<file path="src/rtl/track_pkt_gen.sv">
module track_pkt_gen #(
  parameter int UI_CYCLES     = 928,
  parameter int PREAMBLE_BITS = 11
) (
  input  logic       clk,
  input  logic       rst_n,
  input  logic       update,
  input  logic [6:0] addr,
  input  logic       dir,
  input  logic [6:0] speed,
  output logic       drv_a,
  output logic       drv_b
);
  localparam int DIV_W      = (UI_CYCLES > 1) ? $clog2(UI_CYCLES) : 1;
  localparam int FRAME_BITS = PREAMBLE_BITS + 28;
  localparam int IDX_W      = $clog2(FRAME_BITS);
  localparam logic [DIV_W-1:0] DIV_LAST = DIV_W'(UI_CYCLES - 1);
  localparam logic [IDX_W-1:0] LAST_BIT = IDX_W'(FRAME_BITS - 1);

  logic [DIV_W-1:0] div;
  logic [IDX_W-1:0] bit_idx;
  logic [1:0]       phase;
  logic [6:0]       sh_addr, act_addr;
  logic [7:0]       sh_cmd, act_cmd;
  logic             pend;

  logic [7:0]            addr_oct;
  logic [FRAME_BITS-1:0] frame;
  logic                  cur_bit, last_phase, level, tick, frame_end;

  assign addr_oct   = {1'b0, act_addr};
  assign frame      = {{PREAMBLE_BITS{1'b1}}, 1'b0, addr_oct, 1'b0, act_cmd,
                       1'b0, addr_oct ^ act_cmd, 1'b1};
  assign cur_bit    = frame[LAST_BIT - bit_idx];
  assign last_phase = cur_bit ? (phase == 2'd1) : (phase == 2'd3);
  assign level      = cur_bit ? phase[0] : phase[1];
  assign tick       = (div == DIV_LAST);
  assign frame_end  = tick && last_phase && (bit_idx == LAST_BIT);

  always_ff @(posedge clk) begin
    if (!rst_n) begin
      div      <= '0;
      bit_idx  <= '0;
      phase    <= '0;
      sh_addr  <= '0;
      sh_cmd   <= '0;
      pend     <= 1'b0;
      act_addr <= '0;
      act_cmd  <= '0;
      drv_a    <= 1'b0;
      drv_b    <= 1'b1;
    end else begin
      div <= tick ? '0 : div + 1'b1;
      if (tick) begin
        if (last_phase) begin
          phase   <= '0;
          bit_idx <= (bit_idx == LAST_BIT) ? '0 : bit_idx + 1'b1;
        end else begin
          phase <= phase + 2'd1;
        end
      end
      if (update) begin
        sh_addr <= addr;
        sh_cmd  <= {dir, speed};
        pend    <= 1'b1;
      end else if (frame_end) begin
        pend <= 1'b0;
      end
      if (frame_end && pend) begin
        act_addr <= sh_addr;
        act_cmd  <= sh_cmd;
      end
      drv_a <= level;
      drv_b <= ~level;
    end
  end


  drive_pair_chk: assert property (@(posedge clk) disable iff (!rst_n)
    drv_a != drv_b);


  div_range_chk: assert property (@(posedge clk) disable iff (!rst_n)
    div <= DIV_LAST);


  ui_hold_chk: assert property (@(posedge clk) disable iff (!rst_n)
    !tick |=> $stable({bit_idx, phase}));


  phase_range_chk: assert property (@(posedge clk) disable iff (!rst_n)
    cur_bit |-> !phase[1]);


  act_hold_chk: assert property (@(posedge clk) disable iff (!rst_n)
    !frame_end |=> $stable({act_addr, act_cmd}));


  pend_set_chk: assert property (@(posedge clk) disable iff (!rst_n)
    update |=> pend);
endmodule

</file>
<file path="config.mk">
export PLATFORM = sky130hd
export DESIGN_NAME = track_pkt_gen
export DESIGN_NICKNAME = d
export VERILOG_FILES = /design/src/rtl/track_pkt_gen.sv
export SDC_FILE = /design/constraint.sdc
export NUM_CORES = 1
export LEC_CHECK = 0
export BUFFER_PORTS_ARGS = -buffer_cell sky130_fd_sc_hd__buf_2
export CORE_MARGIN = 2
export CORE_UTILIZATION = 50
export DETAILED_ROUTE_END_ITERATION = 8
export HOLD_SLACK_MARGIN = 0.08
export PLACE_DENSITY = 0.75
export SETUP_SLACK_MARGIN = 0.1
export SYNTH_ARGS = -nofsm -noshare
export SYNTH_HDL_FRONTEND = slang
export SYNTH_SLANG_ARGS = --single-unit
export TNS_END_PERCENT = 1
</file>
<file path="constraint.sdc">
create_clock -name clk -period 7.25 [get_ports clk]
set_input_delay 1.45 -clock clk [delete_from_list [all_inputs] [get_ports clk]]
set_output_delay 1.45 -clock clk [all_outputs]
set_load 0.005 [all_outputs]
</file>
==> flow_metrics.py, run 1 <==
metrics = {
    "run_status": {
        "run_status": "finished, final reports clean",
    },
    "die": {
        "core_area_um2": 5170,
        "start_util": 0.522,
        "ios": 20,
        "num_rows": 26,
        "die_area_um2": 6010,
        "die_h_um": 77.5,
        "die_x_um": 77.5,
    },
    "detailed_routing": {
        "ant_nets": 0,
        "dr.pass1.iters": 4,
        "vias": 2056,
        "drt_iter0_drc": 83,
        "wl_per_cell_um": 13.8,
        "via_per_inst": 5.53,
        "drt_wl_total_um": 5120,
        "drcViolationCount": 0,
    },
    "power": {
        "internal_power_w": 0.000368,
        "switchingPower_w": 0.000116,
        "clkPwrFrac": 0.353,
        "power.total_w": 0.000485,
        "swShare": 0.240,
        "ir_drop_v": 0.000122,
        "seq_power_share": 0.600,
        "p_leak_nw": 1.09,
        "combPwrFrac": 0.047,
        "power_density_nw_per_um2": 168,
    },
    "clock_network": {
        "clock_tree.buffer_depth": 2,
        "cts_sinks": 51,
        "cts_tree": "yes",
        "post_cts_buffers": 0,
        "cts-buffers-inserted": 5,
        "cts.clk_slew.worst_paths_ps": 100,
        "root_buffer": "clkbuf_8",
        "clock_latency_ps": 310,
        "hold_buffers": 0,
        "cts_resized": 0,
        "cts-htree-levels": 2,
    },
    "synthesis": {
        "synth_top_area_frac": 0.378,
        "netlist_instances": 294,
        "async_flop_share": 0,
        "ys_seq_elements": 51,
        "synthDistinctLibCells": 53,
        "ys_seq_area_frac": 0.378,
        "synth.largest_area_cell": "dfxtp_1",
        "synth_edf_count": 0,
        "netlist_top_cells_count": "51 x dfxtp_1, 32 x nor2_1, 26 x nand3_1",
        "synth.avg_cell_area_um2": 9.19,
        "yosysWarnings": 0,
        "syn-num-nets": 316,
        "ys_top_cells_by_area": "dfxtp_1 38%, mux2i_1 8.5%, nand3_1 4.8%",
        "netlist_area_um2": 2700,
        "synth.most_common_cell": "dfxtp_1",
        "ys.flop_type": "dfxtp_1",
    },
    "sta": {
        "drv_slew": 0,
        "min_period_ps": 3260,
        "fin_crit_sh": 0.450,
        "setup_ws_ps": 3990,
        "relSlewSlack": 0.558,
        "setup_viol": 0,
        "hold_viol_final": 0,
        "worst_pin_slew_ps": 663,
        "fmax_ghz": 0.306,
        "setup_tns_ps": 0,
        "rsz0062_at_grt": "false",
        "finClkSkew_ps": 9.86,
    },
    "global_route": {
        "antenna_found_initial": 0,
        "grt_remaining_overflow": 0,
        "grt_usage": 0.189,
        "grt_pass1_vias": 2022,
        "grt_pass1_wl_um": 9280,
        "grt_max_degree": 33,
    },
    "cells_and_area": {
        "drive_gt1_frac": 0.179,
        "num_antenna_cells": 0,
        "area_delta_synth_final_pct": 6.57,
        "nNetsFinal": 323,
        "fin_cells": 372,
    },
    "place": {
        "dpl.cell_count": 364,
        "dp_hpwl_um": 3640,
        "globalplace.congestion": 0.887,
        "io_buffer_count": 19,
        "post-place-ws_ps": 3990,
    },
    "worst_setup_path": {
        "critPathMaxFanout": 15,
        "cp-start-kind": "flip-flop",
        "r2r_slack_ps": 3990,
        "worstSetupEndpointType": "flip-flop",
        "arrival_ps": 3470,
        "path_class": "reg -> reg",
        "worstPathRequired_ps": 7450,
    },
    "hold_path": {
        "worstHoldPathType": "reg -> reg",
    },
    "flow_run": {
        "maxCapViolations": 0,
    },
}
state kept, by name, indices dropped and copies added (netlist names):
| register | cells |
|---|---|
| act_addr | 7 |
| act_cmd | 8 |
| bit_idx | 6 |
| div | 10 |
| drv_a | 1 |
| drv_b | 1 |
| pend | 1 |
| phase | 2 |
| sh_addr | 7 |
| sh_cmd | 8 |
cell usage in the layout (no fill, tap or decap), drive strengths merged, types with 2 or more instances in the layout:
master and count:
or3 3, a21oi 23, nand2 14, nand4 5
o22ai 5, nand3 26, nand4b 2, o31a 2
dfxtp 51, clkbuf 5, xor2 8, nor3 3
and4 3, o211ai 2, nand2b 8, o22a 2
or2 2, inv 7, xnor2 12, ha 4
mux2i 23, mux4 3, buf 20, and3 4
nor2 32, o21ai 19
per-layer routing:
metal,global-route usage,vias up,routed length [um]
li1,-,1054,-
met1,0.246,953,2430
met2,0.307,36,2410
met3,0.0395,13,162
met4,0.0714,0,107
met5,0,-,0
final timing paths:
path                           start                        to  cells after the start
max          bit_idx[0]$_SDFFE_PN0N_  act_addr[5]$_SDFFE_PN0P_                      8
min                div[0]$_SDFF_PP0_         div[0]$_SDFF_PP0_                      1
max reg2reg  bit_idx[0]$_SDFFE_PN0N_  act_addr[5]$_SDFFE_PN0P_                      8
min reg2reg        div[0]$_SDFF_PP0_         div[0]$_SDFF_PP0_                      1
kinds of logic (layout without fill, tap and decap cells):
family | after synthesis | after routing | synth area share
mux | 26 | 26 | 0.110
flops | 51 | 51 | 0.378
compound gates | 60 | 60 | 0.154
buf+inv | 26 | 34 | 0.0486
simple gates | 107 | 107 | 0.216
fa+ha+maj | 4 | 4 | 0.0185
xor+xnor | 20 | 20 | 0.0745
critical path: stages (launching register included):
cell,delay [ps]
dfxtp_1,600
inv_1,190
ha_1,550
mux4_2,540
nand2_1,140
a311o_1,200
nand4_1,520
nand3_1,330
a21oi_2,70
power groups by stage:
| stage | Combinational (W) | Clock, W | Sequential (W) |
|---|---|---|---|
| floorplan | 0.0000162 | 0 | 0.000296 |
| global placement | 0.0000225 | 0 | 0.000297 |
| detailed placement | 0.0000233 | 0 | 0.000297 |
| CTS | 0.0000233 | 0.000176 | 0.000291 |
| global route | 0.0000260 | 0.000188 | 0.000292 |
| finish | 0.0000230 | 0.000171 | 0.000291 |
cell type report:
class,count,area (um^2)
timing repair buffer,20,103
tap,70,87.6
clock inverter,3,27.5
sequential,51,1020
clock buffer,5,68.8
multi-input combinational,217,1550
inverter,6,22.5
fill,494,2290
metrics by stage:
step / hold slack (ps) / utilization / cell area, um^2
global placement: 426 / 0.538 / 2780
finish: 457 / 0.557 / 2880
CTS: 458 / 0.557 / 2880
detailed placement: 436 / 0.538 / 2780
global route: 480 / 0.557 / 2880
floorplan: 418 / - / 2700
(Power assumes the default switching activity.)
==> run 2, diff against run 1 <==
--- a/config.mk
+++ b/config.mk
@@ -10,7 +10,7 @@
 export CORE_UTILIZATION = 50
 export DETAILED_ROUTE_END_ITERATION = 8
 export HOLD_SLACK_MARGIN = 0.08
-export PLACE_DENSITY = 0.75
+export PLACE_DENSITY = 0.78
 export SETUP_SLACK_MARGIN = 0.1
 export SYNTH_ARGS = -nofsm -noshare
 export SYNTH_HDL_FRONTEND = slang
==> constraint.sdc (replaced) <==
create_clock -name clk -period 2.7 [get_ports clk]
set_input_delay 0.54 -clock clk [delete_from_list [all_inputs] [get_ports clk]]
set_output_delay 0.54 -clock clk [all_outputs]
set_load 0.005 [all_outputs]
==> flow_metrics.py, run 2 (synthesis gave the netlist of run 1 again) <==
metrics = {
    "cells_and_area": {
        "top_regs": "div (10), act_cmd (8), sh_cmd (8)",
        "nNetsFinal": 339,
        "regMostFlops": "div",
        "drive_gt1_frac": 0.264,
        "area_delta_synth_final_pct": 13.9,
        "final_common_cell": "dfxtp_1",
        "final_cell_mix": "48 x dfxtp_1, 31 x nor2_1, 26 x nand3_1",
        "largest_reg_flops": 10,
        "num_antenna_cells": 0,
    },
    "global_route": {
        "grt_max_degree": 32,
        "grt_pass1_vias": 2203,
        "antenna_found_initial": 0,
        "grt_pass1_wl_um": 9710,
        "grt_remaining_overflow": 0,
        "grt_usage": 0.196,
    },
    "die": {
        "core_area_um2": 5170,
        "num_rows": 26,
        "die_h_um": 77.5,
        "die_x_um": 77.5,
        "start_util": 0.522,
        "die_area_um2": 6010,
        "ios": 20,
    },
    "worst_setup_path": {
        "rr_worst_depth": 9,
        "arrival_ps": 2680,
        "cp-start-kind": "flip-flop",
        "worstPathRequired_ps": 2890,
        "critPathMaxFanout": 8,
        "worstSetupEndpointType": "flip-flop",
        "r2r_slack_ps": 210,
        "path_class": "reg -> reg",
    },
    "clock_network": {
        "hold_buffers": 0,
        "cts.clk_slew.worst_paths_ps": 100,
        "cts_sinks": 51,
        "cts-buffers-inserted": 5,
        "cts-htree-levels": 2,
        "clock_tree.buffer_depth": 2,
        "root_buffer": "clkbuf_8",
        "cts_tree": "yes",
        "clock_latency_ps": 310,
    },
    "power": {
        "ir_drop_v": 0.000359,
        "power_density_nw_per_um2": 420,
        "power.total_w": 0.00129,
        "p_leak_nw": 1.18,
    },
    "sta": {
        "finClkSkew_ps": 7.59,
        "rsz0062_at_grt": "true",
        "hold_viol_final": 0,
        "worst_pin_slew_ps": 469,
        "drv_slew": 0,
        "min_period_ps": 2490,
        "setup_viol": 0,
        "setup_ws_ps": 206,
        "fin_crit_sh": 0.924,
        "fmax_ghz": 0.401,
        "relSlewSlack": 0.687,
    },
    "hold_path": {
        "hold-path-cell-count": 1,
        "worstHoldPathType": "reg -> reg",
    },
    "detailed_routing": {
        "vias": 2140,
        "dr.pass1.iters": 4,
        "via_per_inst": 5.52,
        "ant_nets": 0,
        "drcViolationCount": 0,
        "drt_wl_total_um": 5610,
        "wl_per_cell_um": 14.5,
        "drt_iter0_drc": 108,
    },
    "run_status": {
        "run_status": "finished, final reports clean",
    },
    "place": {
        "globalplace.congestion": 0.916,
        "io_buffer_count": 19,
        "dp_hpwl_um": 3850,
        "post-place-ws_ps": -38.3,
    },
    "flow_run": {
        "maxCapViolations": 0,
    },
}
-- run 2: cell types whose count changed in the layout (fill, tap and decap cells not counted), sizes merged --
cell | previous run | this run
clkinv | 1 | 2
o31a | 2 | 3
clkinvlp | 1 | 0
buf | 20 | 35
-- run 2: repair_timing --
item	CTS	global route
gates cloned	0	1
buffers inserted	4	4
setup endpoints to repair	19	24
gates resized for setup	1	13
pin swaps	3	3
-- run 2: area by class of cell --
| type | instances | area, um^2 |
|---|---|---|
| fillers | 446 | 2090 |
| multi-input cells | 218 | 1630 |
| flip-flops and latches | 51 | 1020 |
| repair buffers | 35 | 228 |
| well taps | 70 | 87.6 |
| clock buffers | 5 | 68.8 |
| inverters | 6 | 22.5 |
| clock inverters | 3 | 18.8 |
-- run 2: path summary, 6_finish.rpt --
| kind | endpoint | from |
|---|---|---|
| hold / removal | div[0]$_SDFF_PP0_ | div[0]$_SDFF_PP0_ |
| hold reg to reg | div[0]$_SDFF_PP0_ | div[0]$_SDFF_PP0_ |
| setup / recovery | act_cmd[7]$_SDFFE_PN0P_ | bit_idx[0]$_SDFFE_PN0N_ |
| setup reg to reg | act_cmd[7]$_SDFFE_PN0P_ | bit_idx[0]$_SDFFE_PN0N_ |
-- run 2: worst max-delay path, cell delays in order, from the launching register on --
cell and delay, ps:
dfxtp_2 370, inv_1 90, ha_4 320, mux4_2 510, nand2_2 120, a311oi_4 140, buf_4 190, o31a_4 320
o21ai_0 210, a21oi_1 100
-- run 2: power breakdown --
part	leakage, nW	switching [W]	internal [W]	total [W]
Combinational	0.719	0.0000327	0.0000290	0.0000617
Sequential	0.416	0.0000106	0.000770	0.000781
Clock	0.0483	0.000266	0.000183	0.000449
-- run 2: per-stage QoR --
| step | hold WS, ps | utilization | cell area (um^2) | TNS [ps] | std cells |
|---|---|---|---|---|---|
| after detailed placement | 442 | 0.552 | 2850 | -89.5 | 371 |
| after global routing | 447 | 0.595 | 3080 | 0 | 388 |
| after floorplan | 418 | - | 2730 | 0 | 294 |
| after global placement | 434 | 0.552 | 2850 | 0 | 371 |
| final | 425 | 0.595 | 3080 | 0 | 388 |
| after CTS | 460 | 0.577 | 2990 | 0 | 383 |
-- run 2: layer usage --
layer,up-vias,global-route usage,routed length [um]
met5,-,0,0
met4,0,0.0732,48
met3,6,0.0395,123
met2,22,0.337,2780
met1,1023,0.243,2660
li1,1089,-,-
==> run 3, diff against run 2 <==
--- a/config.mk
+++ b/config.mk
@@ -6,7 +6,8 @@
 export NUM_CORES = 1
 export LEC_CHECK = 0
 export BUFFER_PORTS_ARGS = -buffer_cell sky130_fd_sc_hd__buf_2
-export CORE_MARGIN = 2
+export CORE_ASPECT_RATIO = 0.8
+export CORE_MARGIN = 5
 export CORE_UTILIZATION = 50
 export DETAILED_ROUTE_END_ITERATION = 8
 export HOLD_SLACK_MARGIN = 0.08
==> flow_metrics.py, run 3 (synthesis gave the netlist of run 1 again) <==
metrics = {
    "run_status": {
        "run_status": "finished, final reports clean",
    },
    "global_route": {
        "grt_usage": 0.164,
        "grt_pass1_vias": 1972,
        "grt_max_degree": 35,
        "grt_pass1_wl_um": 9150,
        "antenna_found_initial": 0,
        "grt_remaining_overflow": 0,
    },
    "worst_setup_path": {
        "worstSetupEndpointType": "flip-flop",
        "crit_chain": "ha_2, xnor2_2, a21oi_1, a211o_1, a311oi_4, buf_4, o31a_2, o21ai_1, a21oi_2",
        "rr_worst_depth": 9,
        "critPathMaxFanout": 7,
        "worstPathRequired_ps": 2960,
        "slowest_delay_ps": 430,
        "arrival_ps": 2790,
        "cp-start-kind": "flip-flop",
        "cp_slowest_cell": "a311oi_4",
        "path_class": "reg -> reg",
    },
    "clock_network": {
        "cts-htree-levels": 2,
        "clock_tree.buffer_depth": 2,
        "hold_buffers": 0,
        "cts-buffers-inserted": 5,
        "cts_sinks": 51,
        "root_buffer": "clkbuf_8",
        "cts_tree": "yes",
        "clock_latency_ps": 320,
        "cts.clk_slew.worst_paths_ps": 110,
    },
    "die": {
        "num_rows": 24,
        "ios": 20,
        "core_area_um2": 5350,
        "die_x_um": 92.2,
        "start_util": 0.506,
        "die_area_um2": 6980,
        "die_h_um": 75.8,
    },
    "cells_and_area": {
        "final_cell_mix": "48 x dfxtp_1, 32 x nor2_1, 26 x nand3_1",
        "fin_cells": 380,
        "top_regs": "div (10), act_cmd (8), sh_cmd (8)",
        "regMostFlops": "div",
        "area_delta_synth_final_pct": 12.3,
        "drive_gt1_frac": 0.244,
        "largest_reg_flops": 10,
        "nNetsFinal": 336,
        "final_common_cell": "dfxtp_1",
        "num_antenna_cells": 0,
        "utilization": 0.568,
    },
    "place": {
        "globalplace.congestion": 0.920,
        "io_buffer_count": 19,
        "dpl.cell_count": 366,
        "dp_hpwl_um": 3970,
    },
    "sta": {
        "fmax_ghz": 0.396,
        "finClkSkew_ps": 11.6,
        "fin_crit_sh": 0.936,
        "min_period_ps": 2530,
        "setup_viol": 0,
        "relSlewSlack": 0.685,
        "worst_pin_slew_ps": 473,
        "fin_hold_ws_ps": 434,
        "rsz0062_at_grt": "false",
        "setup_tns_ps": 0,
        "drv_slew": 0,
        "hold_viol_final": 0,
    },
    "power": {
        "power_density_nw_per_um2": 435,
        "ir_drop_v": 0.000380,
        "p_leak_nw": 1.16,
        "power.total_w": 0.00132,
    },
    "detailed_routing": {
        "ant_nets": 0,
        "wl_per_cell_um": 15.3,
        "drt_iter0_drc": 138,
        "drcViolationCount": 0,
        "dr.pass1.iters": 4,
        "drt_wl_total_um": 5800,
        "via_per_inst": 5.64,
        "vias": 2144,
    },
    "hold_path": {
        "worstHoldPathType": "reg -> reg",
        "hold-path-cell-count": 1,
    },
    "flow_run": {
        "maxCapViolations": 0,
    },
}
-- run 3: cell count changes in the layout (fill, tap and decap cells not counted), sizes merged --
| cell | change |
|---|---|
| clkinvlp | +1 |
| buf | -3 |
| clkinv | -2 |
| inv | +1 |
-- run 3: final cells by class --
| cell class | instances | area, um^2 |
|---|---|---|
| fillers | 482 | 2310 |
| multi-input cells | 218 | 1610 |
| flip-flops and latches | 51 | 1020 |
| repair buffers | 32 | 205 |
| well taps | 65 | 81.3 |
| clock buffers | 5 | 68.8 |
| clock inverters | 3 | 27.5 |
| inverters | 6 | 22.5 |
-- run 3: through the flow --
stage / setup WS (ps) / instance area, um^2
after detailed placement: -65.1 / 2850
after floorplan: 119 / 2730
after CTS: 67.3 / 2980
final: 172 / 3040
after global routing: 95.3 / 3040
after global placement: 44.5 / 2850
-- run 3: path summary, 6_finish.rpt --
check,start,to,slack (ps)
min,div[0]$_SDFF_PP0_,div[0]$_SDFF_PP0_,430
max,bit_idx[1]$_SDFFE_PN0N_,act_addr[4]$_SDFFE_PN0P_,170
min reg2reg,div[0]$_SDFF_PP0_,div[0]$_SDFF_PP0_,430
max reg2reg,bit_idx[1]$_SDFFE_PN0N_,act_addr[4]$_SDFFE_PN0P_,170
-- run 3: what timing repair did --
action,in CTS,in global routing
gates cloned,0,1
pin swaps,2,3
endpoints found under the setup margin,19,21
resized for setup,2,8
buffers inserted,3,2
-- run 3: worst max-delay path: cells and delay by family, from the launching register on --
kind	cells	cell delay [ps]
AO/OA/AOI/OAI	6	1340
XOR/XNOR	1	300
adder cells (fa/ha/maj)	1	230
buffers and inverters	1	230
flip-flops	1	380
-- run 3: per-layer routing --
layer  wire [um]  track usage  part of all wire  up-vias
met5           0            0                 0        -
met2        2670        0.270              0.46       37
met3         272       0.0355             0.047        7
li1            -            -                 -     1081
met1        2800        0.224              0.48     1019
met4          58       0.0379             0.010        0
-- run 3: power by group --
| group | switching, W | leakage (nW) | internal (W) | total [W] |
|---|---|---|---|---|
| registers | 0.0000105 | 0.416 | 0.000770 | 0.000781 |
| clock network | 0.000283 | 0.0467 | 0.000193 | 0.000476 |
| logic | 0.0000338 | 0.697 | 0.0000293 | 0.0000630 |
